[config.mk]
export PLATFORM = sky130hd
export DESIGN_NAME = pattern_seq_top
export DESIGN_NICKNAME = d
export VERILOG_FILES = /design/src/rtl/pseq_pkg.sv /design/src/rtl/pseq_regs.sv /design/src/rtl/pseq_trig_gen.sv /design/src/rtl/pseq_expose_timer.sv /design/src/rtl/pseq_ctrl.sv /design/src/rtl/pattern_seq_top.sv
export SDC_FILE = /design/constraint.sdc
export NUM_CORES = 1
export LEC_CHECK = 0
export BUFFER_PORTS_ARGS = -buffer_cell sky130_fd_sc_hd__buf_2
export CORE_UTILIZATION = 45
export CTS_BUF_LIST = sky130_fd_sc_hd__clkbuf_4
export DETAILED_ROUTE_END_ITERATION = 12
export GPL_TIMING_DRIVEN = 0
export SLEW_MARGIN = 20
export SYNTH_ARGS = -nofsm -noshare
export SYNTH_HDL_FRONTEND = slang
export SYNTH_SLANG_ARGS = --single-unit
[constraint.sdc]
create_clock -name clk -period 5.9 [get_ports clk]
set_input_delay 0.59 -clock clk [delete_from_list [all_inputs] [get_ports clk]]
set_output_delay 0.59 -clock clk [all_outputs]
set_load 0.005 [all_outputs]
[src/rtl/pseq_pkg.sv]
package pseq_pkg;
  typedef enum logic [1:0] {
    PH_IDLE   = 2'd0,
    PH_LOAD   = 2'd1,
    PH_RESET  = 2'd2,
    PH_EXPOSE = 2'd3
  } phase_e;

  localparam logic [1:0] A_EXPOSE   = 2'd0;
  localparam logic [1:0] A_INTERVAL = 2'd1;
  localparam logic [1:0] A_DEVICE   = 2'd2;
  localparam logic [1:0] A_STATUS   = 2'd3;

  // clocks per row cycle for the selected device type
  function automatic int unsigned row_cycles(input logic dev_b,
                                             input int unsigned len_a,
                                             input int unsigned len_b);
    return dev_b ? len_b : len_a;
  endfunction
endpackage

[src/rtl/pseq_regs.sv]
module pseq_regs #(
  parameter int          EXP_W  = 16,
  parameter int          IVAL_W = 32,
  parameter int unsigned DEF_IVAL = 50000
) (
  input  logic              clk,
  input  logic              rst,
  input  logic              we,
  input  logic [1:0]        addr,
  input  logic [31:0]       wdata,
  output logic [EXP_W-1:0]  exp_q,
  output logic [IVAL_W-1:0] ival_q,
  output logic              dev_q,
  output logic              ival_wr,
  output logic              clr_missed,
  output logic              exp_zero
);
  import pseq_pkg::*;

  localparam logic [IVAL_W-1:0] IVAL_RST = IVAL_W'(DEF_IVAL);

  assign ival_wr    = we && (addr == A_INTERVAL);
  assign clr_missed = we && (addr == A_STATUS) && wdata[0];
  assign exp_zero   = (exp_q == '0);

  always_ff @(posedge clk) begin
    if (rst) begin
      exp_q  <= '0;
      ival_q <= IVAL_RST;
      dev_q  <= 1'b0;
    end else if (we) begin
      case (addr)
        A_EXPOSE:   exp_q  <= wdata[EXP_W-1:0];
        A_INTERVAL: ival_q <= wdata[IVAL_W-1:0];
        A_DEVICE:   dev_q  <= wdata[0];
        default:    ;
      endcase
    end
  end
endmodule

[src/rtl/pseq_trig_gen.sv]
module pseq_trig_gen #(
  parameter int IVAL_W = 32
) (
  input  logic              clk,
  input  logic              rst,
  input  logic              restart,
  input  logic [IVAL_W-1:0] interval,
  output logic              fire
);
  localparam logic [IVAL_W-1:0] ONE = IVAL_W'(1);

  // a zero interval behaves as one
  function automatic logic [IVAL_W-1:0] eff_limit(input logic [IVAL_W-1:0] v);
    return (v == '0) ? ONE : v;
  endfunction

  logic [IVAL_W-1:0] cnt_q;
  logic [IVAL_W-1:0] lim;

  assign lim  = eff_limit(interval);
  assign fire = (cnt_q == lim - ONE);

  always_ff @(posedge clk) begin
    if (rst || restart || fire) cnt_q <= '0;
    else                        cnt_q <= cnt_q + ONE;
  end
endmodule

[src/rtl/pseq_expose_timer.sv]
module pseq_expose_timer #(
  parameter int EXP_W = 16,
  parameter int ROW_A = 20,
  parameter int ROW_B = 32
) (
  input  logic             clk,
  input  logic             rst,
  input  logic             run,
  input  logic             dev_b,
  input  logic [EXP_W-1:0] exp_count,
  output logic             last
);
  import pseq_pkg::*;

  localparam int ROW_MAX = (ROW_A > ROW_B) ? ROW_A : ROW_B;
  localparam int PRE_W   = (ROW_MAX > 2) ? $clog2(ROW_MAX) : 1;
  localparam logic [PRE_W-1:0] PONE = PRE_W'(1);
  localparam logic [EXP_W-1:0] EONE = EXP_W'(1);

  logic [PRE_W-1:0] pre_q;
  logic [PRE_W-1:0] pre_last;
  logic [EXP_W-1:0] row_q;
  logic             row_wrap;

  assign pre_last = PRE_W'(row_cycles(dev_b, ROW_A, ROW_B) - 1);
  assign row_wrap = run && (pre_q == pre_last);
  assign last     = row_wrap && (row_q == exp_count - EONE);

  always_ff @(posedge clk) begin
    if (rst || !run) begin
      pre_q <= '0;
      row_q <= '0;
    end else if (row_wrap) begin
      pre_q <= '0;
      row_q <= row_q + EONE;
    end else begin
      pre_q <= pre_q + PONE;
    end
  end
endmodule

[src/rtl/pseq_ctrl.sv]
module pseq_ctrl (
  input  logic                 clk,
  input  logic                 rst,
  input  logic                 fire,
  input  logic                 load_done,
  input  logic                 reset_done,
  input  logic                 exp_zero,
  input  logic                 exp_last,
  input  logic                 clr_missed,
  output pseq_pkg::phase_e     phase_q,
  output logic                 load_start_q,
  output logic                 reset_start_q,
  output logic                 missed_q
);
  import pseq_pkg::*;

  phase_e phase_d;

  always_comb begin
    phase_d = phase_q;
    case (phase_q)
      PH_IDLE:   if (fire)       phase_d = PH_LOAD;
      PH_LOAD:   if (load_done)  phase_d = PH_RESET;
      PH_RESET:  if (reset_done) phase_d = exp_zero ? PH_IDLE : PH_EXPOSE;
      PH_EXPOSE: if (exp_last)   phase_d = PH_IDLE;
      default:                   phase_d = PH_IDLE;
    endcase
  end

  always_ff @(posedge clk) begin
    if (rst) begin
      phase_q       <= PH_IDLE;
      load_start_q  <= 1'b0;
      reset_start_q <= 1'b0;
      missed_q      <= 1'b0;
    end else begin
      phase_q       <= phase_d;
      load_start_q  <= (phase_q == PH_IDLE) && fire;
      reset_start_q <= (phase_q == PH_LOAD) && load_done;
      if (fire && (phase_q != PH_IDLE)) missed_q <= 1'b1;
      else if (clr_missed)              missed_q <= 1'b0;
    end
  end
endmodule

[src/rtl/pattern_seq_top.sv]
module pattern_seq_top #(
  parameter int          EXP_W    = 16,
  parameter int          IVAL_W   = 32,
  parameter int          ROW_A    = 20,
  parameter int          ROW_B    = 32,
  parameter int unsigned DEF_IVAL = 50000
) (
  input  logic        clk,
  input  logic        rst,
  input  logic        cfg_we,
  input  logic [1:0]  cfg_addr,
  input  logic [31:0] cfg_wdata,
  input  logic        load_done,
  input  logic        reset_done,
  output logic        load_start,
  output logic        reset_start,
  output logic        busy,
  output logic [1:0]  phase,
  output logic        missed_trig
);
  import pseq_pkg::*;

  logic [EXP_W-1:0]  exp_q;
  logic [IVAL_W-1:0] ival_q;
  logic              dev_q;
  logic              ival_wr;
  logic              clr_missed;
  logic              exp_zero;
  logic              trig_fire;
  logic              exp_last;
  logic              expose_run;
  phase_e            phase_q;

  pseq_regs #(.EXP_W(EXP_W), .IVAL_W(IVAL_W), .DEF_IVAL(DEF_IVAL)) u_regs (
    .clk(clk), .rst(rst), .we(cfg_we), .addr(cfg_addr), .wdata(cfg_wdata),
    .exp_q(exp_q), .ival_q(ival_q), .dev_q(dev_q), .ival_wr(ival_wr),
    .clr_missed(clr_missed), .exp_zero(exp_zero)
  );

  pseq_trig_gen #(.IVAL_W(IVAL_W)) u_trig (
    .clk(clk), .rst(rst), .restart(ival_wr), .interval(ival_q), .fire(trig_fire)
  );

  assign expose_run = (phase_q == PH_EXPOSE);

  pseq_expose_timer #(.EXP_W(EXP_W), .ROW_A(ROW_A), .ROW_B(ROW_B)) u_expose (
    .clk(clk), .rst(rst), .run(expose_run), .dev_b(dev_q),
    .exp_count(exp_q), .last(exp_last)
  );

  pseq_ctrl u_ctrl (
    .clk(clk), .rst(rst), .fire(trig_fire), .load_done(load_done),
    .reset_done(reset_done), .exp_zero(exp_zero), .exp_last(exp_last),
    .clr_missed(clr_missed), .phase_q(phase_q), .load_start_q(load_start),
    .reset_start_q(reset_start), .missed_q(missed_trig)
  );

  assign phase = phase_q;
  assign busy  = (phase_q != PH_IDLE);
endmodule

==> impl_results.md, run 1 <==
* Run status: finished, final reports clean
* Worst setup EP type: flop
* Gate power share at 15.4%
* CP Max Fanout at 10
* DR DRC count at 0
* RSZ-0062 raised after global routing: false
* Die Y at 121.7 µm
* Kind of critical path: reg2reg
* Crit share post-route at between 90% and 100%
* Layout cell share with drive strength beyond 1 at 13.65%
* CTS H-Tree Depth at 3
* #FFs+latches synth at 107
* Slew Viols, Final at 0
* Core area at between 0.01 and 0.015 mm²
* Gate Count Post-Synth at 809
* Synth cell types at 74
* Vias in the first global route at ~5500
* Max-Slew Margin vs Limit at 35.71%
* Initial DRC Count at 461
* Final nets at approximately 900
* # rows at 43
* Clk root buf: clkbuf_4
* Hold_sp: cfg_wdata[24]
* Gpl congestion at around 0.92
* Initial antenna violation count at 1
* Initial Util at 46.28%
* Post-route clock skew at 27.08 ps
* Routed vias/inst at 5.672
* Total CTS buffers at 9
* Vias at 5973
* Area contributors post-synth: dfxtp_1 (33%), xnor2_1 (8.3%), nand2_1 (7.8%)
* Crit path DAT at 5870 ps
* Worst path required time at 6280 ps
* Post-Syn Area at 0.006449 mm²
* Port Buffer Count at 44
* Drt pass-1 iters at 5
* Startpoint Class: flop
* Critical Path Source: u_regs.ival_q[6]
* Largest net degree at the start of global routing at 19
* Die ar. at 0.01481 mm²
* Clk Latency, worst-skew pair at 500 ps
* Placed Cells at 1033
* Reg clk slew, reported paths at between 150 and 200 ps
* Max clock buf depth at 2
* Post-synth EDFFs at 0
* Io pins at 45
* Final ANT Viol Nets at 0
* P_int at 0.001010 W
* Final core occ at between 50 and 60%
* Setup violators final at 0
* Slew @ Worst Pin at 955.6 ps
* Leading area contributor after synthesis: dfxtp_1
* Sequential element share of the synthesized area at 33.22%
* Final setup TNS at 0 ps
* Routed len/inst at 17.02 µm
* Detailed Route WL at 17.92 mm
* Final worst path period need at 5487 ps
* Peak Freq at 182.2 MHz
* Reg power frac at 53.3%
* Final hold violations at 0
* Clk pwr share at approximately a third
* Post-Layout Cell Count at 1053
* Share of the synthesized area in the top cell type at 33.22%
* Sink Count at 107
* First-pass GRT wire length at 28.35 mm
* Net Sw Frac at 29.13%
* YS warnings at 0
* Pleak at 2.438 nW
* Hold Crit Class: in2reg
* Max-cap violations at 0
* GRT Residual Overflow at 0
* Peak supply drop at 0.0001434 V
* R2R Setup Slk at 410 ps
* GR Util All Layers at 24.91%
* Final HPWL DP at 14.09 mm
* Cts hold-fix bufs at 0
* Mapped Nets at 853
* Die Width at 121.7 µm
* Top_reg_cell synth: dfxtp_1
* Area Overhead vs Synth at 10.05%
* Asr flop ratio synth at 0%
* Reg2reg start: u_regs.ival_q[6]
* Cell area power density at 200.8 mW/mm²
* CTS tree: yes
* Psw at roughly 0.00042 W
* Mean post-synth cell area at 7.971 µm²
==> metal layers <==
| metal | vias to the layer above | share of wire (%) | global-route usage (%) |
|---|---|---|---|
| met4 | 0 | 1.3 | 6.250 |
| met1 | 2826 | 51 | 35.32 |
| li1 | 2975 | - | - |
| met5 | - | 0 | 0 |
| met2 | 153 | 43 | 38.39 |
| met3 | 19 | 4.7 | 5.009 |
==> per-stage QoR <==
step | worst slack (ps) | cell area [µm²] | power (W) | hold WS [ps]
final | 412.6 | 7097 | 0.001425 | 303.3
after global routing | 139.1 | 7097 | 0.001501 | 247.3
after floorplan | 1308 | 6449 | 0.0009183 | 417.5
after detailed placement | 43.15 | 6894 | 0.0009886 | 460.5
after global placement | 60.83 | 6894 | 0.0009845 | 431.2
after CTS | 17.91 | 7066 | 0.001441 | 270.2
==> critical path: stages, from the launching register on <==
cell	delay (ps)
dfxtp_1	340
clkbuf_1	330
nor4_1	190
and3_1	240
a31oi_1	420
ha_1	330
nor3b_4	430
nand4_1	470
xnor2_1	300
or4_1	500
or4b_1	520
or4_4	560
nor4b_4	310
buf_4	190
buf_6	170
nor3_2	60
==> cell families after synthesis <==
group	count (synthesis)	synth area share, %
AND/OR/NAND/NOR	400	33.82
XOR/XNOR	105	14.26
multiplexers	6	0.9314
flip-flops	107	33.22
buffers and inverters	64	4.501
AO/OA/AOI/OAI	122	12.30
adder cells (fa/ha/maj)	5	0.9701
==> state kept, by name (all words and copies together) (netlist names) <==
signal	count
u_ctrl.missed_q	1
u_ctrl.load_start_q	1
u_regs.exp_q	16
u_regs.dev_q	1
u_regs.ival_q	32
u_trig.cnt_q	32
u_ctrl.reset_start_q	1
u_expose.pre_q	5
u_expose.row_q	16
u_ctrl.phase_q	2
==> cells in the mapped netlist, types with 5 or more instances <==
library cell	instances
xor2_1	44
mux2i_1	6
ha_1	5
xnor2_1	61
nor3_1	35
or2_2	7
nand4_1	21
nand3_1	26
nand2_1	134
nor4_1	19
a21oi_1	58
or3_1	10
or4_1	8
o21ai_0	12
inv_1	17
dfxtp_1	107
a31oi_1	7
nor2_1	54
clkbuf_1	39
nor3_2	20
nand3b_1	10
and3_1	11
==> layout make-up <==
cell class                 instances  area (µm²)
tap                              180       225.2
clock buffer                      10       75.07
antenna                            1       2.502
buffer                            47       226.5
fill                            1411        6838
clock inverter                     6       96.34
timing repair buffer              47       242.7
sequential                       107        2142
inverter                          17       63.81
multi-input combinational        638        4023
==> power groups by stage <==
stage | Sequential [W] | Combinational, W | Clock, W
final | 0.000759 | 0.000219 | 0.000447
after global routing | 0.000762 | 0.000241 | 0.000498
after CTS | 0.000759 | 0.000216 | 0.000466
after detailed placement | 0.000774 | 0.000215 | 0
after global placement | 0.000773 | 0.000211 | 0
after floorplan | 0.000768 | 0.000150 | 0
==> timing repair <==
action / CTS / global route
pin swaps: 1 / 1
resized for setup: 0 / 1
hold endpoints to repair: 0 / 0
buffers inserted: 0 / 3
setup endpoints to repair: 20 / 33
cloned: 0 / 0
==> worst paths after layout <==
| check | endpoint | cells after the start |
|---|---|---|
| max reg2reg | u_trig.cnt_q[8] | 15 |
| min reg2reg | u_expose.pre_q[0] | 1 |
| max | u_trig.cnt_q[8] | 15 |
| min | u_regs.ival_q[24] | 3 |
==> cell usage in the layout (no fill, tap or decap), types with 4 or more instances in the layout <==
cell | netlist | final
clkbuf_4 | 0 | 10
nand2b_1 | 4 | 4
nand3b_1 | 10 | 10
a31oi_1 | 7 | 7
buf_6 | 4 | 4
nor4_1 | 19 | 19
xor2_1 | 44 | 44
buf_4 | 1 | 4
nor2_1 | 54 | 54
ha_1 | 5 | 5
dfxtp_1 | 107 | 107
or2_2 | 7 | 7
mux2i_1 | 6 | 6
or3_1 | 10 | 10
nand4_1 | 21 | 21
o211ai_1 | 4 | 4
inv_1 | 17 | 17
nor2b_1 | 4 | 4
and3_1 | 11 | 11
a21oi_1 | 58 | 58
or4_1 | 8 | 8
o21ai_0 | 12 | 12
nor3_1 | 35 | 35
nand3_1 | 26 | 26
nand2_1 | 134 | 134
a221oi_1 | 4 | 4
nor3_2 | 20 | 20
clkbuf_1 | 39 | 39
a211oi_1 | 4 | 4
buf_2 | 0 | 44
xnor2_1 | 61 | 61
nor3b_1 | 4 | 4
Power figures use the tool's default switching activity.
==> run 2, diff against run 1 <==
--- a/config.mk
+++ b/config.mk
@@ -5,10 +5,10 @@
 export SDC_FILE = /design/constraint.sdc
 export NUM_CORES = 1
 export LEC_CHECK = 0
-export BUFFER_PORTS_ARGS = -buffer_cell sky130_fd_sc_hd__buf_2
 export CORE_UTILIZATION = 45
 export CTS_BUF_LIST = sky130_fd_sc_hd__clkbuf_4
 export DETAILED_ROUTE_END_ITERATION = 12
+export DONT_BUFFER_PORTS = 1
 export GPL_TIMING_DRIVEN = 0
 export SLEW_MARGIN = 20
 export SYNTH_ARGS = -nofsm -noshare
==> run 2 against run 1 <==
Compared with the run above:
- non-clock buffer count is 45 lower
- register-to-register slack worse by 40 ps
- cell count is 4.3% lower
- utilization is 2.1 points lower
- worst setup slack worse by 40 ps
- maximum frequency is 0.72% lower
- clock power is 24% lower
- critical path depth stayed put
- critical path type unchanged
==> impl_results.md, run 2 (same netlist as run 1, synthesis figures left out) <==
* Layout cell share with drive strength beyond 1 at 8.585%
* Io pins at 45
* Setup slack after layout at 372.8 ps
* Slew @ Worst Pin at a little under 900 ps
* Crit path DAT at 5910 ps
* Vias in the first global route at 5550
* Commonest non-fill, non-tap cell in the layout: nand2_1
* Psw at approximately 0.00040 W
* Worst path required time at 6280 ps
* Fill count at between 1000 and 1500
* # rows at 43
* Crit share post-route at between 90% and 100%
* Clk Latency, worst-skew pair at between 500 and 600 ps
* Die Y at 121.7 µm
* Placed Cells at 989
* Initial Util at 46.28%
* Port Buffer Count at 0
* Post-route clock skew at 32.82 ps
* Final ANT Viol Nets at 0
* CTS tree: yes
* DR DRC count at 0
* Reg clk slew, reported paths at 180 ps
* Slew Viols, Final at 0
* CP Max Fanout at 10
* Detailed Route WL at 17.50 mm
* Vias at 5747
* GRT Residual Overflow at 0
* Hold Crit Class: in2reg
* Initial DRC Count at 500
* Final worst path period need at between 5000 and 6000 ps
* P_int at around 0.00090 W
* Cts hold-fix bufs at 0
* Die ar. at 0.01481 mm²
* Run status: finished, final reports clean
* Max clock buf depth at 2
* Startpoint Class: flop
* Most frequent cells in the layout: nand2_1 (134), dfxtp_1 (107), xnor2_1 (61)
* Reg power frac at 58.7%
* Area Overhead vs Synth at 5.491%
* GR Util All Layers at approximately a quarter
* Die Width at 121.7 µm
* Pleak at about 2.2 nW
* Worst setup EP type: flop
* Net Sw Frac at 30.55%
* Biggest regs: u_regs.ival_q (32), u_trig.cnt_q (32)
* Clk root buf: clkbuf_4
* RSZ-0062 raised after global routing: false
* Post-Layout Cell Count at 1008
* Final HPWL DP at between 10 and 15 mm
* Final hold violations at 0
* Max-Slew Margin vs Limit at between 40% and 50%
* Cell area power density at ~190 mW/mm²
* Setup violators final at 0
* CTS H-Tree Depth at 3
* Routed vias/inst at 5.701
* Final nets at 866
* Final core occ at 48.82%
* Place WS at 153.1 ps
* Peak supply drop at 0.0001704 V
* Routed len/inst at 17.37 µm
* Max-cap violations at 0
* Core area at 0.01393 mm²
* First-pass GRT wire length at ~29 mm
* Largest net degree at the start of global routing at 18
* Final setup TNS at 0 ps
* Initial antenna violation count at 1
* Kind of critical path: reg2reg
* Gpl congestion at 0.8981
* Peak Freq at 180.9 MHz
* Total CTS buffers at 9
* Drt pass-1 iters at 5
* Gate power share at 15.0%
* Sink Count at 107
* Clk pwr share at between 20% and 30%
-- run 2: cell types whose count changed in the layout (fill, tap and decap cells not counted) --
cell        previous run  this run
buf_2                 44         0
buf_4                  4         3
bufinv_16              2         0
clkbuf_4              10         9
clkinv_1               0         3
clkinv_2               1         0
clkinv_4               0         1
clkinvlp_4             0         2
inv_8                  2         0
nor3b_2                0         1
nor3b_4                1         0
-- run 2: what timing repair did --
| item | CTS | global route |
|---|---|---|
| gates resized for setup | 0 | 0 |
| setup endpoints to repair | 0 | 33 |
| buffers inserted | 0 | 2 |
-- run 2: cell type report --
| type | count | area, µm² | area share, % |
|---|---|---|---|
| tap | 180 | 225.2 | 3.311 |
| antenna | 1 | 2.502 | 0.03679 |
| multi-input combinational | 638 | 4016 | 59.04 |
| clock buffer | 9 | 67.56 | 0.9932 |
| clock inverter | 7 | 43.79 | 0.6437 |
| inverter | 17 | 63.81 | 0.9380 |
| timing repair buffer | 2 | 15.01 | 0.2207 |
| sequential | 107 | 2142 | 31.49 |
| buffer | 47 | 226.5 | 3.329 |
-- run 2: path summary, 6_finish.rpt --
kind	start	end	slack (ps)	cells after the start
hold reg to reg	u_expose.pre_q[0]	u_expose.pre_q[0]	490	1
setup / recovery	u_regs.ival_q[6]	u_trig.cnt_q[29]	370	15
hold / removal	cfg_wdata[6]	u_regs.ival_q[6]	180	1
setup reg to reg	u_regs.ival_q[6]	u_trig.cnt_q[29]	370	15
-- run 2: worst max-delay path, cell delays in order (launching register included) --
cell	delay (ps)
dfxtp_1	350
clkbuf_1	340
nor4_1	190
and3_1	240
a31oi_1	410
ha_1	330
nor3b_2	490
nand4_1	280
buf_4	250
o41ai_1	300
o211ai_1	150
or4b_1	540
or4_4	560
nor4b_4	630
buf_6	260
nor3_2	60
-- run 2: per-layer routing --
| layer | vias to the layer above | wire length [µm] | GRT usage [%] |
|---|---|---|---|
| met3 | 19 | 1105 | 6.742 |
| li1 | 2888 | - | - |
| met2 | 155 | 7554 | 38.25 |
| met4 | 0 | 278 | 7.176 |
| met5 | - | 0 | 0 |
| met1 | 2685 | 8567 | 34.26 |
-- run 2: per-stage QoR --
step	power (W)	hold WS (ps)	cell area (µm²)
floorplan	0.0009183	417.5	6449
finish	0.001293	182.3	6803
detailed placement	0.0009658	477.9	6674
global route	0.001362	129.1	6803
CTS	0.001307	150.0	6785
global placement	0.0009623	432.1	6674
-- run 2: power by group through the flow --
stage,clock network [W],registers [W],logic [W]
finish,0.000340,0.000759,0.000194
global route,0.000385,0.000762,0.000216
CTS,0.000355,0.000759,0.000193
detailed placement,0,0.000774,0.000191
global placement,0,0.000774,0.000188
floorplan,0,0.000768,0.000150
